### src/rtl/spi_seq_pkg.sv
package spi_seq_pkg;

    typedef enum logic [1:0] {
        PH_CMD   = 2'd0,
        PH_ADDR  = 2'd1,
        PH_DUMMY = 2'd2,
        PH_DATA  = 2'd3
    } phase_e;

    typedef enum logic [1:0] {
        ST_IDLE  = 2'd0,
        ST_LOW   = 2'd1,
        ST_HIGH  = 2'd2,
        ST_TRAIL = 2'd3
    } state_e;

    localparam int unsigned NUM_PHASES = 4;

endpackage

### src/rtl/spi_half_timer.sv
// Counts system cycles within one SCLK half period; tick marks its last cycle.
module spi_half_timer #(
    parameter int unsigned DIV_W = 8
) (
    input  logic             clk,
    input  logic             rst_n,
    input  logic             run,
    input  logic [DIV_W-1:0] div,
    output logic             tick
);
    logic [DIV_W-1:0] cnt_d, cnt_q;

    assign tick = run && (cnt_q == div);

    always_comb begin
        cnt_d = cnt_q;
        if (!run || tick) begin
            cnt_d = '0;
        end else begin
            cnt_d = cnt_q + 1'b1;
        end
    end

    always_ff @(posedge clk or negedge rst_n) begin
        if (!rst_n) begin
            cnt_q <= '0;
        end else begin
            cnt_q <= cnt_d;
        end
    end
endmodule

### src/rtl/spi_len_calc.sv
// Turns enables and raw lengths into the effective clock count of each phase.
module spi_len_calc
    import spi_seq_pkg::*;
#(
    parameter int unsigned IDX_W = 11
) (
    input  logic                               cmd_en,
    input  logic [IDX_W-1:0]                   cmd_len,
    input  logic                               addr_en,
    input  logic [IDX_W-1:0]                   addr_len,
    input  logic                               dummy_en,
    input  logic [IDX_W-1:0]                   dummy_len,
    input  logic                               tx_en,
    input  logic [IDX_W-1:0]                   tx_len,
    input  logic                               rx_en,
    input  logic [IDX_W-1:0]                   rx_len,
    input  logic                               full_duplex,
    output logic [NUM_PHASES-1:0][IDX_W-1:0]   lens,
    output logic [IDX_W-1:0]                   tx_eff,
    output logic [IDX_W-1:0]                   rx_eff
);
    always_comb begin
        tx_eff = tx_en ? tx_len : '0;
        rx_eff = rx_en ? rx_len : '0;
        lens[PH_CMD]   = cmd_en   ? cmd_len   : '0;
        lens[PH_ADDR]  = addr_en  ? addr_len  : '0;
        lens[PH_DUMMY] = dummy_en ? dummy_len : '0;
        if (full_duplex) begin
            lens[PH_DATA] = (tx_eff > rx_eff) ? tx_eff : rx_eff;
        end else begin
            lens[PH_DATA] = tx_eff + rx_eff;
        end
    end
endmodule

### src/rtl/spi_phase_pick.sv
// Finds the lowest-numbered phase at or after 'from' with a nonzero length.
module spi_phase_pick
    import spi_seq_pkg::*;
#(
    parameter int unsigned IDX_W = 11
) (
    input  logic [NUM_PHASES-1:0][IDX_W-1:0] lens,
    input  logic [2:0]                       from,
    output logic                             found,
    output phase_e                           pick
);
    always_comb begin
        found = 1'b0;
        pick  = PH_CMD;
        for (int p = NUM_PHASES - 1; p >= 0; p--) begin
            if ((3'(p) >= from) && (lens[p] != '0)) begin
                found = 1'b1;
                pick  = phase_e'(2'(p));
            end
        end
    end
endmodule

### src/rtl/spi_bit_mux.sv
// Selects the MOSI bit of the current position and flags positions that store MISO.
module spi_bit_mux
    import spi_seq_pkg::*;
#(
    parameter int unsigned CMD_W  = 16,
    parameter int unsigned ADDR_W = 32,
    parameter int unsigned DATA_W = 512,
    parameter int unsigned IDX_W  = 11
) (
    input  logic              active,
    input  phase_e            phase,
    input  logic [IDX_W-1:0]  idx,
    input  logic [IDX_W-1:0]  cmd_len,
    input  logic [IDX_W-1:0]  addr_len,
    input  logic [IDX_W-1:0]  tx_len,
    input  logic [IDX_W-1:0]  rx_len,
    input  logic              full_duplex,
    input  logic [CMD_W-1:0]  cmd_bits,
    input  logic [ADDR_W-1:0] addr_bits,
    input  logic [DATA_W-1:0] tx_bits,
    output logic              mosi_bit,
    output logic              capture
);
    logic [CMD_W-1:0]  cmd_sh;
    logic [ADDR_W-1:0] addr_sh;
    logic [DATA_W-1:0] tx_sh;
    logic              in_tx;

    always_comb begin
        cmd_sh   = cmd_bits  >> (cmd_len  - idx - 1'b1);
        addr_sh  = addr_bits >> (addr_len - idx - 1'b1);
        tx_sh    = tx_bits   >> (tx_len   - idx - 1'b1);
        in_tx    = (idx < tx_len);
        mosi_bit = 1'b0;
        capture  = 1'b0;
        if (active) begin
            unique case (phase)
                PH_CMD:   mosi_bit = cmd_sh[0];
                PH_ADDR:  mosi_bit = addr_sh[0];
                PH_DUMMY: mosi_bit = 1'b0;
                PH_DATA: begin
                    mosi_bit = in_tx ? tx_sh[0] : 1'b0;
                    if (full_duplex) begin
                        capture = (idx < rx_len);
                    end else begin
                        capture = !in_tx;
                    end
                end
                default: mosi_bit = 1'b0;
            endcase
        end
    end
endmodule

### src/rtl/spi_phase_seq.sv
module spi_phase_seq
    import spi_seq_pkg::*;
#(
    parameter int unsigned CMD_W     = 16,
    parameter int unsigned ADDR_W    = 32,
    parameter int unsigned DUMMY_MAX = 256,
    parameter int unsigned DATA_W    = 512,
    parameter int unsigned DIV_W     = 8,
    localparam int unsigned CL_W     = $clog2(CMD_W + 1),
    localparam int unsigned AL_W     = $clog2(ADDR_W + 1),
    localparam int unsigned DL_W     = $clog2(DUMMY_MAX + 1),
    localparam int unsigned XL_W     = $clog2(DATA_W + 1)
) (
    input  logic              clk,
    input  logic              rst_n,
    input  logic              start,
    input  logic [DIV_W-1:0]  clk_div,
    input  logic              cmd_en,
    input  logic [CL_W-1:0]   cmd_len,
    input  logic [CMD_W-1:0]  cmd_val,
    input  logic              addr_en,
    input  logic [AL_W-1:0]   addr_len,
    input  logic [ADDR_W-1:0] addr_val,
    input  logic              dummy_en,
    input  logic [DL_W-1:0]   dummy_len,
    input  logic              tx_en,
    input  logic [XL_W-1:0]   tx_len,
    input  logic              rx_en,
    input  logic [XL_W-1:0]   rx_len,
    input  logic              full_duplex,
    input  logic [DATA_W-1:0] tx_data,
    input  logic              miso,
    output logic              sclk,
    output logic              cs_n,
    output logic              mosi,
    output logic              busy,
    output logic              done,
    output logic [DATA_W-1:0] rx_data
);
    localparam int unsigned IDX_W = $clog2(2 * DATA_W + DUMMY_MAX + CMD_W + ADDR_W + 1);

    typedef struct packed {
        state_e                            state;
        phase_e                            phase;
        logic [IDX_W-1:0]                  idx;
        logic [NUM_PHASES-1:0][IDX_W-1:0]  lens;
        logic [IDX_W-1:0]                  tx_len;
        logic [IDX_W-1:0]                  rx_len;
        logic                              fdx;
        logic [DIV_W-1:0]                  div;
        logic [CMD_W-1:0]                  cmd;
        logic [ADDR_W-1:0]                 addr;
        logic [DATA_W-1:0]                 tx;
        logic [DATA_W-1:0]                 rx;
        logic                              sclk;
        logic                              cs_n;
        logic                              busy;
        logic                              done;
    } seq_t;

    seq_t s_d, s_q;

    // Effective lengths of the configuration presented at the inputs.
    logic [NUM_PHASES-1:0][IDX_W-1:0] in_lens;
    logic [IDX_W-1:0]                 in_tx_eff, in_rx_eff;

    spi_len_calc #(.IDX_W(IDX_W)) u_len (
        .cmd_en     (cmd_en),
        .cmd_len    (IDX_W'(cmd_len)),
        .addr_en    (addr_en),
        .addr_len   (IDX_W'(addr_len)),
        .dummy_en   (dummy_en),
        .dummy_len  (IDX_W'(dummy_len)),
        .tx_en      (tx_en),
        .tx_len     (IDX_W'(tx_len)),
        .rx_en      (rx_en),
        .rx_len     (IDX_W'(rx_len)),
        .full_duplex(full_duplex),
        .lens       (in_lens),
        .tx_eff     (in_tx_eff),
        .rx_eff     (in_rx_eff)
    );

    // First live phase for a new launch.
    logic   first_found;
    phase_e first_phase;

    spi_phase_pick #(.IDX_W(IDX_W)) u_pick_first (
        .lens (in_lens),
        .from (3'd0),
        .found(first_found),
        .pick (first_phase)
    );

    // Next live phase after the one that is running.
    logic   next_found;
    phase_e next_phase;

    spi_phase_pick #(.IDX_W(IDX_W)) u_pick_next (
        .lens (s_q.lens),
        .from ({1'b0, s_q.phase} + 3'd1),
        .found(next_found),
        .pick (next_phase)
    );

    logic tick;

    spi_half_timer #(.DIV_W(DIV_W)) u_timer (
        .clk  (clk),
        .rst_n(rst_n),
        .run  (s_q.state != ST_IDLE),
        .div  (s_q.div),
        .tick (tick)
    );

    logic mosi_bit, capture;

    spi_bit_mux #(
        .CMD_W (CMD_W),
        .ADDR_W(ADDR_W),
        .DATA_W(DATA_W),
        .IDX_W (IDX_W)
    ) u_mux (
        .active     (s_q.state != ST_IDLE),
        .phase      (s_q.phase),
        .idx        (s_q.idx),
        .cmd_len    (s_q.lens[PH_CMD]),
        .addr_len   (s_q.lens[PH_ADDR]),
        .tx_len     (s_q.tx_len),
        .rx_len     (s_q.rx_len),
        .full_duplex(s_q.fdx),
        .cmd_bits   (s_q.cmd),
        .addr_bits  (s_q.addr),
        .tx_bits    (s_q.tx),
        .mosi_bit   (mosi_bit),
        .capture    (capture)
    );

    always_comb begin
        s_d      = s_q;
        s_d.done = 1'b0;
        unique case (s_q.state)
            ST_IDLE: begin
                if (start) begin
                    s_d.lens   = in_lens;
                    s_d.tx_len = in_tx_eff;
                    s_d.rx_len = in_rx_eff;
                    s_d.fdx    = full_duplex;
                    s_d.div    = clk_div;
                    s_d.cmd    = cmd_val;
                    s_d.addr   = addr_val;
                    s_d.tx     = tx_data;
                    s_d.rx     = '0;
                    s_d.idx    = '0;
                    s_d.phase  = first_phase;
                    if (first_found) begin
                        s_d.state = ST_LOW;
                        s_d.cs_n  = 1'b0;
                        s_d.busy  = 1'b1;
                    end else begin
                        s_d.done  = 1'b1;
                    end
                end
            end
            ST_LOW: begin
                if (tick) begin
                    s_d.sclk  = 1'b1;
                    s_d.state = ST_HIGH;
                    if (capture) begin
                        s_d.rx = {s_q.rx[DATA_W-2:0], miso};
                    end
                end
            end
            ST_HIGH: begin
                if (tick) begin
                    s_d.sclk = 1'b0;
                    if ((s_q.idx + 1'b1) < s_q.lens[s_q.phase]) begin
                        s_d.idx   = s_q.idx + 1'b1;
                        s_d.state = ST_LOW;
                    end else if (next_found) begin
                        s_d.idx   = '0;
                        s_d.phase = next_phase;
                        s_d.state = ST_LOW;
                    end else begin
                        s_d.state = ST_TRAIL;
                    end
                end
            end
            ST_TRAIL: begin
                if (tick) begin
                    s_d.cs_n  = 1'b1;
                    s_d.busy  = 1'b0;
                    s_d.done  = 1'b1;
                    s_d.state = ST_IDLE;
                end
            end
            default: s_d.state = ST_IDLE;
        endcase
    end

    always_ff @(posedge clk or negedge rst_n) begin
        if (!rst_n) begin
            s_q      <= '0;
            s_q.cs_n <= 1'b1;
        end else begin
            s_q <= s_d;
        end
    end

    assign sclk    = s_q.sclk;
    assign cs_n    = s_q.cs_n;
    assign mosi    = mosi_bit;
    assign busy    = s_q.busy;
    assign done    = s_q.done;
    assign rx_data = s_q.rx;
endmodule

### config.mk
export PLATFORM = sky130hd
export DESIGN_NAME = spi_phase_seq
export DESIGN_NICKNAME = d
export VERILOG_FILES = /design/src/rtl/spi_seq_pkg.sv /design/src/rtl/spi_half_timer.sv /design/src/rtl/spi_len_calc.sv /design/src/rtl/spi_phase_pick.sv /design/src/rtl/spi_bit_mux.sv /design/src/rtl/spi_phase_seq.sv
export SDC_FILE = /design/constraint.sdc
export NUM_CORES = 2
export LEC_CHECK = 0
export BUFFER_PORTS_ARGS = -buffer_cell sky130_fd_sc_hd__buf_2
export CORE_AREA = 2 2 446 448
export CTS_CLUSTER_DIAMETER = 50
export DETAILED_ROUTE_END_ITERATION = 10
export DIE_AREA = 0 0 448 450
export PLACE_DENSITY = 0.51
export SETUP_SLACK_MARGIN = 0.2
export SYNTH_ARGS = -nofsm -noshare
export SYNTH_HDL_FRONTEND = slang
export SYNTH_SLANG_ARGS = --single-unit
### constraint.sdc
create_clock -name clk -period 4.2 [get_ports clk]
set_input_delay 0.84 -clock clk [delete_from_list [all_inputs] [get_ports clk]]
set_output_delay 0.84 -clock clk [all_outputs]
set_load 0.02 [all_outputs]
Word-level counts from Yosys, hierarchy flattened
Index checks and enable logic that the tools add are counted.
Storage, ports and cells
  word-level logic and storage cells: 141
  register bits after elaboration: 1174
  input bits: 618
Operators by class
  eq/ne operators: 16
  $lt $le $gt $ge: 9
  mux-type cells: 53
  $add $sub $neg: 10
  shift-type cells: 3
  reduce and logical (&&, ||, !) cells: 30
Operators with widths (count)
  1162-bit two-way mux: 1
  512-bit one-hot mux with 2 select lines: 1
  513-bit two-way mux: 1
  512-bit two-way mux: 1
  512-bit by 11-bit right shift with 1-bit output: 1
  11-bit nonzero test: 8
  11-bit two-way mux: 4
  11-bit < comparator: 3
  11-bit by 1-bit subtractor with 11-bit output (second input constant): 3
  11-bit subtractor: 3
  32-bit by 11-bit right shift with 1-bit output: 1
  2-bit two-way mux: 14
  13-bit one-hot mux with 2 select lines: 1
  11-bit binary-select mux with 2-bit select: 1
  10-bit two-way mux: 2
  16-bit by 11-bit right shift with 1-bit output: 1
  1-bit two-way mux: 15
  15-bit two-way mux: 1
  13-bit two-way mux: 1
  4-bit AND reduction: 3
  11-bit by 1-bit adder with 11-bit output (second input constant): 1
  11-bit adder: 1
  11-bit > comparator: 1
  2-bit != test (second input constant): 5
  other kinds (27): 47

Logic depth before layout (Yosys ltp)
  word-level depth: 12
  mapped depth: 17
  gate-level depth less buffers: 15

Cells and area by module
Synthesis repeated with hierarchy kept, for this count alone.
Second synthesis, totals
  cells, all modules: 5168
  area, all modules: 57637.8 um^2
Modules (own cells, without submodules)
  spi_phase_seq: times used 1, sequential area each 29179.2 um^2, area each 48933.2 um^2, cells each 4268
  spi_bit_mux: times used 1, sequential area each 0.0 um^2, area each 6600.1 um^2, cells each 614
  spi_len_calc: times used 1, sequential area each 0.0 um^2, area each 1301.2 um^2, cells each 192
  spi_half_timer: times used 1, sequential area each 200.2 um^2, area each 500.5 um^2, cells each 46
  spi_phase_pick: times used 2, sequential area each 0.0 um^2, area each 151.4 um^2, cells each 24

Least setup slack after synthesis
OpenSTA, ideal clock, no wires.
  path kind: register to output
  start point: register s_q[1151] in the netlist's numbering
  end point: output mosi
  path slack: 0.049 ns
  arrival: 3.311 ns
  stages on the path, launching flop included: 15
  required time: 3.360 ns
  cell sequence: dfrtp_1 inv_1 ha_1 fa_1 buf_2 buf_2 buf_1 mux4_2 nand2_1 nand3_1 o2111ai_1 o211ai_1 o21ai_0 a2111o_1 o21ai_1
On the way
  cells in the longest elaborated chain, start to end: 6
  elaborated cells between the ends (all ways): 13
Ends and longest elaborated chain
  start: declaration: RTL line spi_phase_seq.sv:61  | seq_t s_d, s_q;
  11-bit subtractor: RTL line spi_bit_mux.sv:32  | tx_sh = tx_bits >> (tx_len - idx - 1'b1);
  11-bit by 1-bit subtractor with 11-bit output: RTL line spi_bit_mux.sv:32
  512-bit by 11-bit right shift with 1-bit output: RTL line spi_bit_mux.sv:32
  1-bit two-way mux: RTL line spi_bit_mux.sv:42  | mosi_bit = in_tx ? tx_sh[0] : 1'b0;
  1-bit one-hot mux with 4 select lines *: RTL line spi_bit_mux.sv:37  | unique case (phase)
  1-bit two-way mux *: RTL line spi_bit_mux.sv:36  | if (active) begin
  end: declaration: RTL line spi_phase_seq.sv:35  | output logic mosi,
Mark *: on every way between the ends. The rest lies on a longest branch, timed or not.

Worst setup path in the final report
  start point: register s_q[1096] in the netlist's numbering
  end point: output mosi
On the way
  cells in the longest elaborated chain, start to end: 6
  elaborated cells between the ends (all ways): 7
Ends and longest elaborated chain (RTL line)
  11-bit subtractor: spi_bit_mux.sv:32
  11-bit by 1-bit subtractor with 11-bit output: spi_bit_mux.sv:32
  512-bit by 11-bit right shift with 1-bit output: spi_bit_mux.sv:32
  1-bit two-way mux *: spi_bit_mux.sv:42
  1-bit one-hot mux with 4 select lines *: spi_bit_mux.sv:37
  1-bit two-way mux *: spi_bit_mux.sv:36
Marked as above.

==> flow_metrics.tcl <==
set metrics [dict create \
    outcome "complete, but fails checks" \
    violations "negative setup slack" \
    rows 163 \
    place_congestion 0.9009 \
    grt_pass1_wl_mm 284.6 \
    drc_errors 0 \
    finalHoldViolations 0 \
    areaGrowthSynthToFinish_pct 21.39 \
    syn_avg_cell_area_um2 10.39 \
    yosysSeqAreaShare_pct 53.47 \
    cts_sinks 1159 \
    wl_per_cell_um 22.47 \
    synth_async_sr_flop_share_pct 100.0 \
    crit_path_max_fanout 10 \
    synth_top_area_share_pct 53.42 \
    synth_area_leader_cell "dfrtp_1" \
    hpwl_mm 149.5 \
    post-route-util_pct 33.49 \
    grt_max_degree 219 \
    ioPinCount 1135 \
    vias 41080 \
    crit_end "mosi" \
    grt_usage_pct 18.96 \
    yosysMostFrequentCell "nand2_1" \
    die_h_um 450 \
    cts_root_buf "clkbuf_16" \
    multi_input_area_mm2 0.01987 \
    required_ns 3.36 \
    antenna_found_initial 13 \
    synth_warnings 0 \
    drtPass1Iterations 5 \
    peakVddDrop_mv 0.3929 \
    power.density_mw_per_mm2 739.1 \
    htreeDepth 4 \
    hold_ws_ns 0.1106 \
    r2r_slack_ns 0.54 \
    postSynthCellCount 5223 \
    hold_buffers 0 \
    synth_area_leaders "dfrtp_1 53%, nand2_1 13%, a22o_1 8.3%" \
    layout_setup_ws_ns -1.088 \
    synth_seq_cells 1159 \
    tns_ns -1.088 \
    r2r_end "s_q[1152]" \
    synth_cell_types 80 \
    cts_buffers 148 \
    layout.area.seq_mm2 0.02900 \
    timing.critical_path.from "s_q[1096]" \
    core_mm2 0.1966 \
    syn_area_mm2 0.05424 \
    min_period_ns 5.288 \
    end_kind "primary output" \
    skew_ns 0.06171 \
    start_util_pct 27.59 \
    cts_tree "built" \
    post-route-period-util_pct 125.9 \
    r2r_start "s_q[1152]" \
    r2r_cells 13 \
    rsz0062_at_grt "yes" \
    worst_slew_pin_slew_ns 1.141 \
    drt_iter0_markers 3554 \
    timing.fmax_mhz 189.1 \
    viasPerCell 4.732 \
    gr-total-overflow 0 \
    fin_nets 6611 \
    startpoint_type "flop" \
    worstSetupPathType "reg2out" \
    portBuffers 1134 \
    clock_path_buffers 3 \
    synth_edf_count 0 \
    grt_pass1_vias 41630 \
    clk_pin_slew_worst_paths_ns 0.05 \
    dieArea_mm2 0.2016 \
    layout-drive-gt1-share_pct 30.24 \
    worst_skew_pair.late_latency_ns 0.81 \
    p_leak_nw 34.68 \
    hold_class "in2async" \
    routed_wl_mm 195.1 \
    pre_cts_ws_ns -0.5714 \
    crit_arrival_ns 4.45 \
    synth_ff_type "dfrtp_1" \
    syn-num-nets 5921 \
    relSlewSlack_pct 23.91 \
    finalSetupViolations 1 \
    drv_cap 0 \
    die_x_um 448 \
    final_antenna_net_count 0 \
    netlist_top_cells_count "1895 x nand2_1, 1158 x dfrtp_1, 520 x buf_4" \
    maxSlewViolCount 0 \
    fill_cells 20180 \
]
-- how the worst min path moves through the flow --
| stage | startpoint | endpoint | depth (start not counted) |
|---|---|---|---|
| after floorplan | s_q[1002] | s_q[1002] | 2 |
| after global placement | s_q[919] | s_q[919] | 2 |
| after detailed placement | s_q[650] | s_q[650] | 2 |
| after CTS | rst_n | rx_data[125] | 1 |
| after global routing | rst_n | rx_data[119] | 1 |
| final | rst_n | rx_data[124] | 1 |
-- power breakdown --
group	total (mW)	internal, mW	leakage (nW)	switching [mW]
combinational	19.3	9.05	16.9	10.3
clock	13.1	7.74	2.48	5.38
sequential	16.2	14.0	15.3	2.19
-- layout by cell type (no fill, tap or decap), types with 8 or more instances in the layout --
cell and instances:
a211oi_1 8, nand2_1 1893, buf_4 174, inv_1 78
ha_1 75, nor4_1 12, a21oi_1 35, clkbuf_8 28
a21o_1 15, xnor2_1 21, diode_2 8, nand4_1 24
buf_2 1132, a22o_1 511, xor2_1 14, clkinvlp_4 11
clkbuf_1 28, buf_12 51, clkinv_2 15, mux4_2 160
nand2b_1 15, o21ai_0 60, nand3_1 59, o21a_1 10
clkbuf_16 151, and3_1 8, nor2_1 43, nor3_1 19
dfrtp_1 1158, bufinv_16 8, nor2b_1 8, mux2i_1 24
-- area by class of cell --
class	count	share of cell area [%]
antenna	8	0.03040
clock buffer	207	6.483
clock inverter	65	1.338
inverter	78	0.4446
multi-input combinational	3159	30.18
sequential	1159	44.05
tap	2640	5.016
timing repair buffer	1367	12.46
-- registers in the layout, summed over array words and instances, names as in the netlist --
signal	flops
done	1
busy	1
rx_data	512
cs_n	1
sclk	1
s_q	635
u_timer.cnt_q	8
-- kinds of logic (layout without fill, tap and decap cells) --
| family | Yosys count | count (layout) | synth area share (%) |
|---|---|---|---|
| AOI/OAI and AO/OA | 729 | 729 | 11.02 |
| xor gates and xnor gates | 39 | 39 | 0.6782 |
| adders and majority gates | 80 | 80 | 1.901 |
| buffers and inverters | 905 | 1717 | 10.18 |
| DFF | 1159 | 1159 | 53.47 |
| muxes | 197 | 197 | 7.400 |
| other | 0 | 8 | 0 |
| and+or+nand+nor | 2114 | 2114 | 15.36 |
-- stage by stage --
step | power [mW] | area (um2) | cells
floorplan | 27.14 | 54270 | 5223
global placement | 34.78 | 60410 | 8395
detailed placement | 35.00 | 60410 | 8395
CTS | 49.20 | 65800 | 8674
global route | 51.58 | 65840 | 8681
finish | 48.67 | 65850 | 8683
-- worst max-delay path, stage by stage (launching register included) --
cell	delay, ns
dfrtp_1	0.40
ha_4	0.18
fa_4	0.80
buf_12	0.14
bufbuf_16	0.27
mux4_2	0.29
mux4_2	0.54
mux2i_2	0.25
mux2i_4	0.15
o21ai_1	0.16
a2111o_1	0.19
o21ai_4	0.12
buf_6	0.16
-- layer usage --
metal | global-route usage (%) | routed length, um | up-vias | part of all wire, %
li1 | - | - | 18590 | -
met1 | 22.63 | 75880 | 20670 | 39
met2 | 32.39 | 96420 | 1472 | 49
met3 | 3.817 | 12380 | 343 | 6.3
met4 | 9.254 | 10430 | 2 | 5.3
met5 | 0 | 12 | - | 0.0062
-- repair_timing --
action,in CTS,in global routing
endpoints found under the setup margin,1,11
setup buffers,3,1
cloned,4,0
resized for setup,28,8
pin swaps,7,5
No activity file was read; power rests on OpenSTA's default activity.
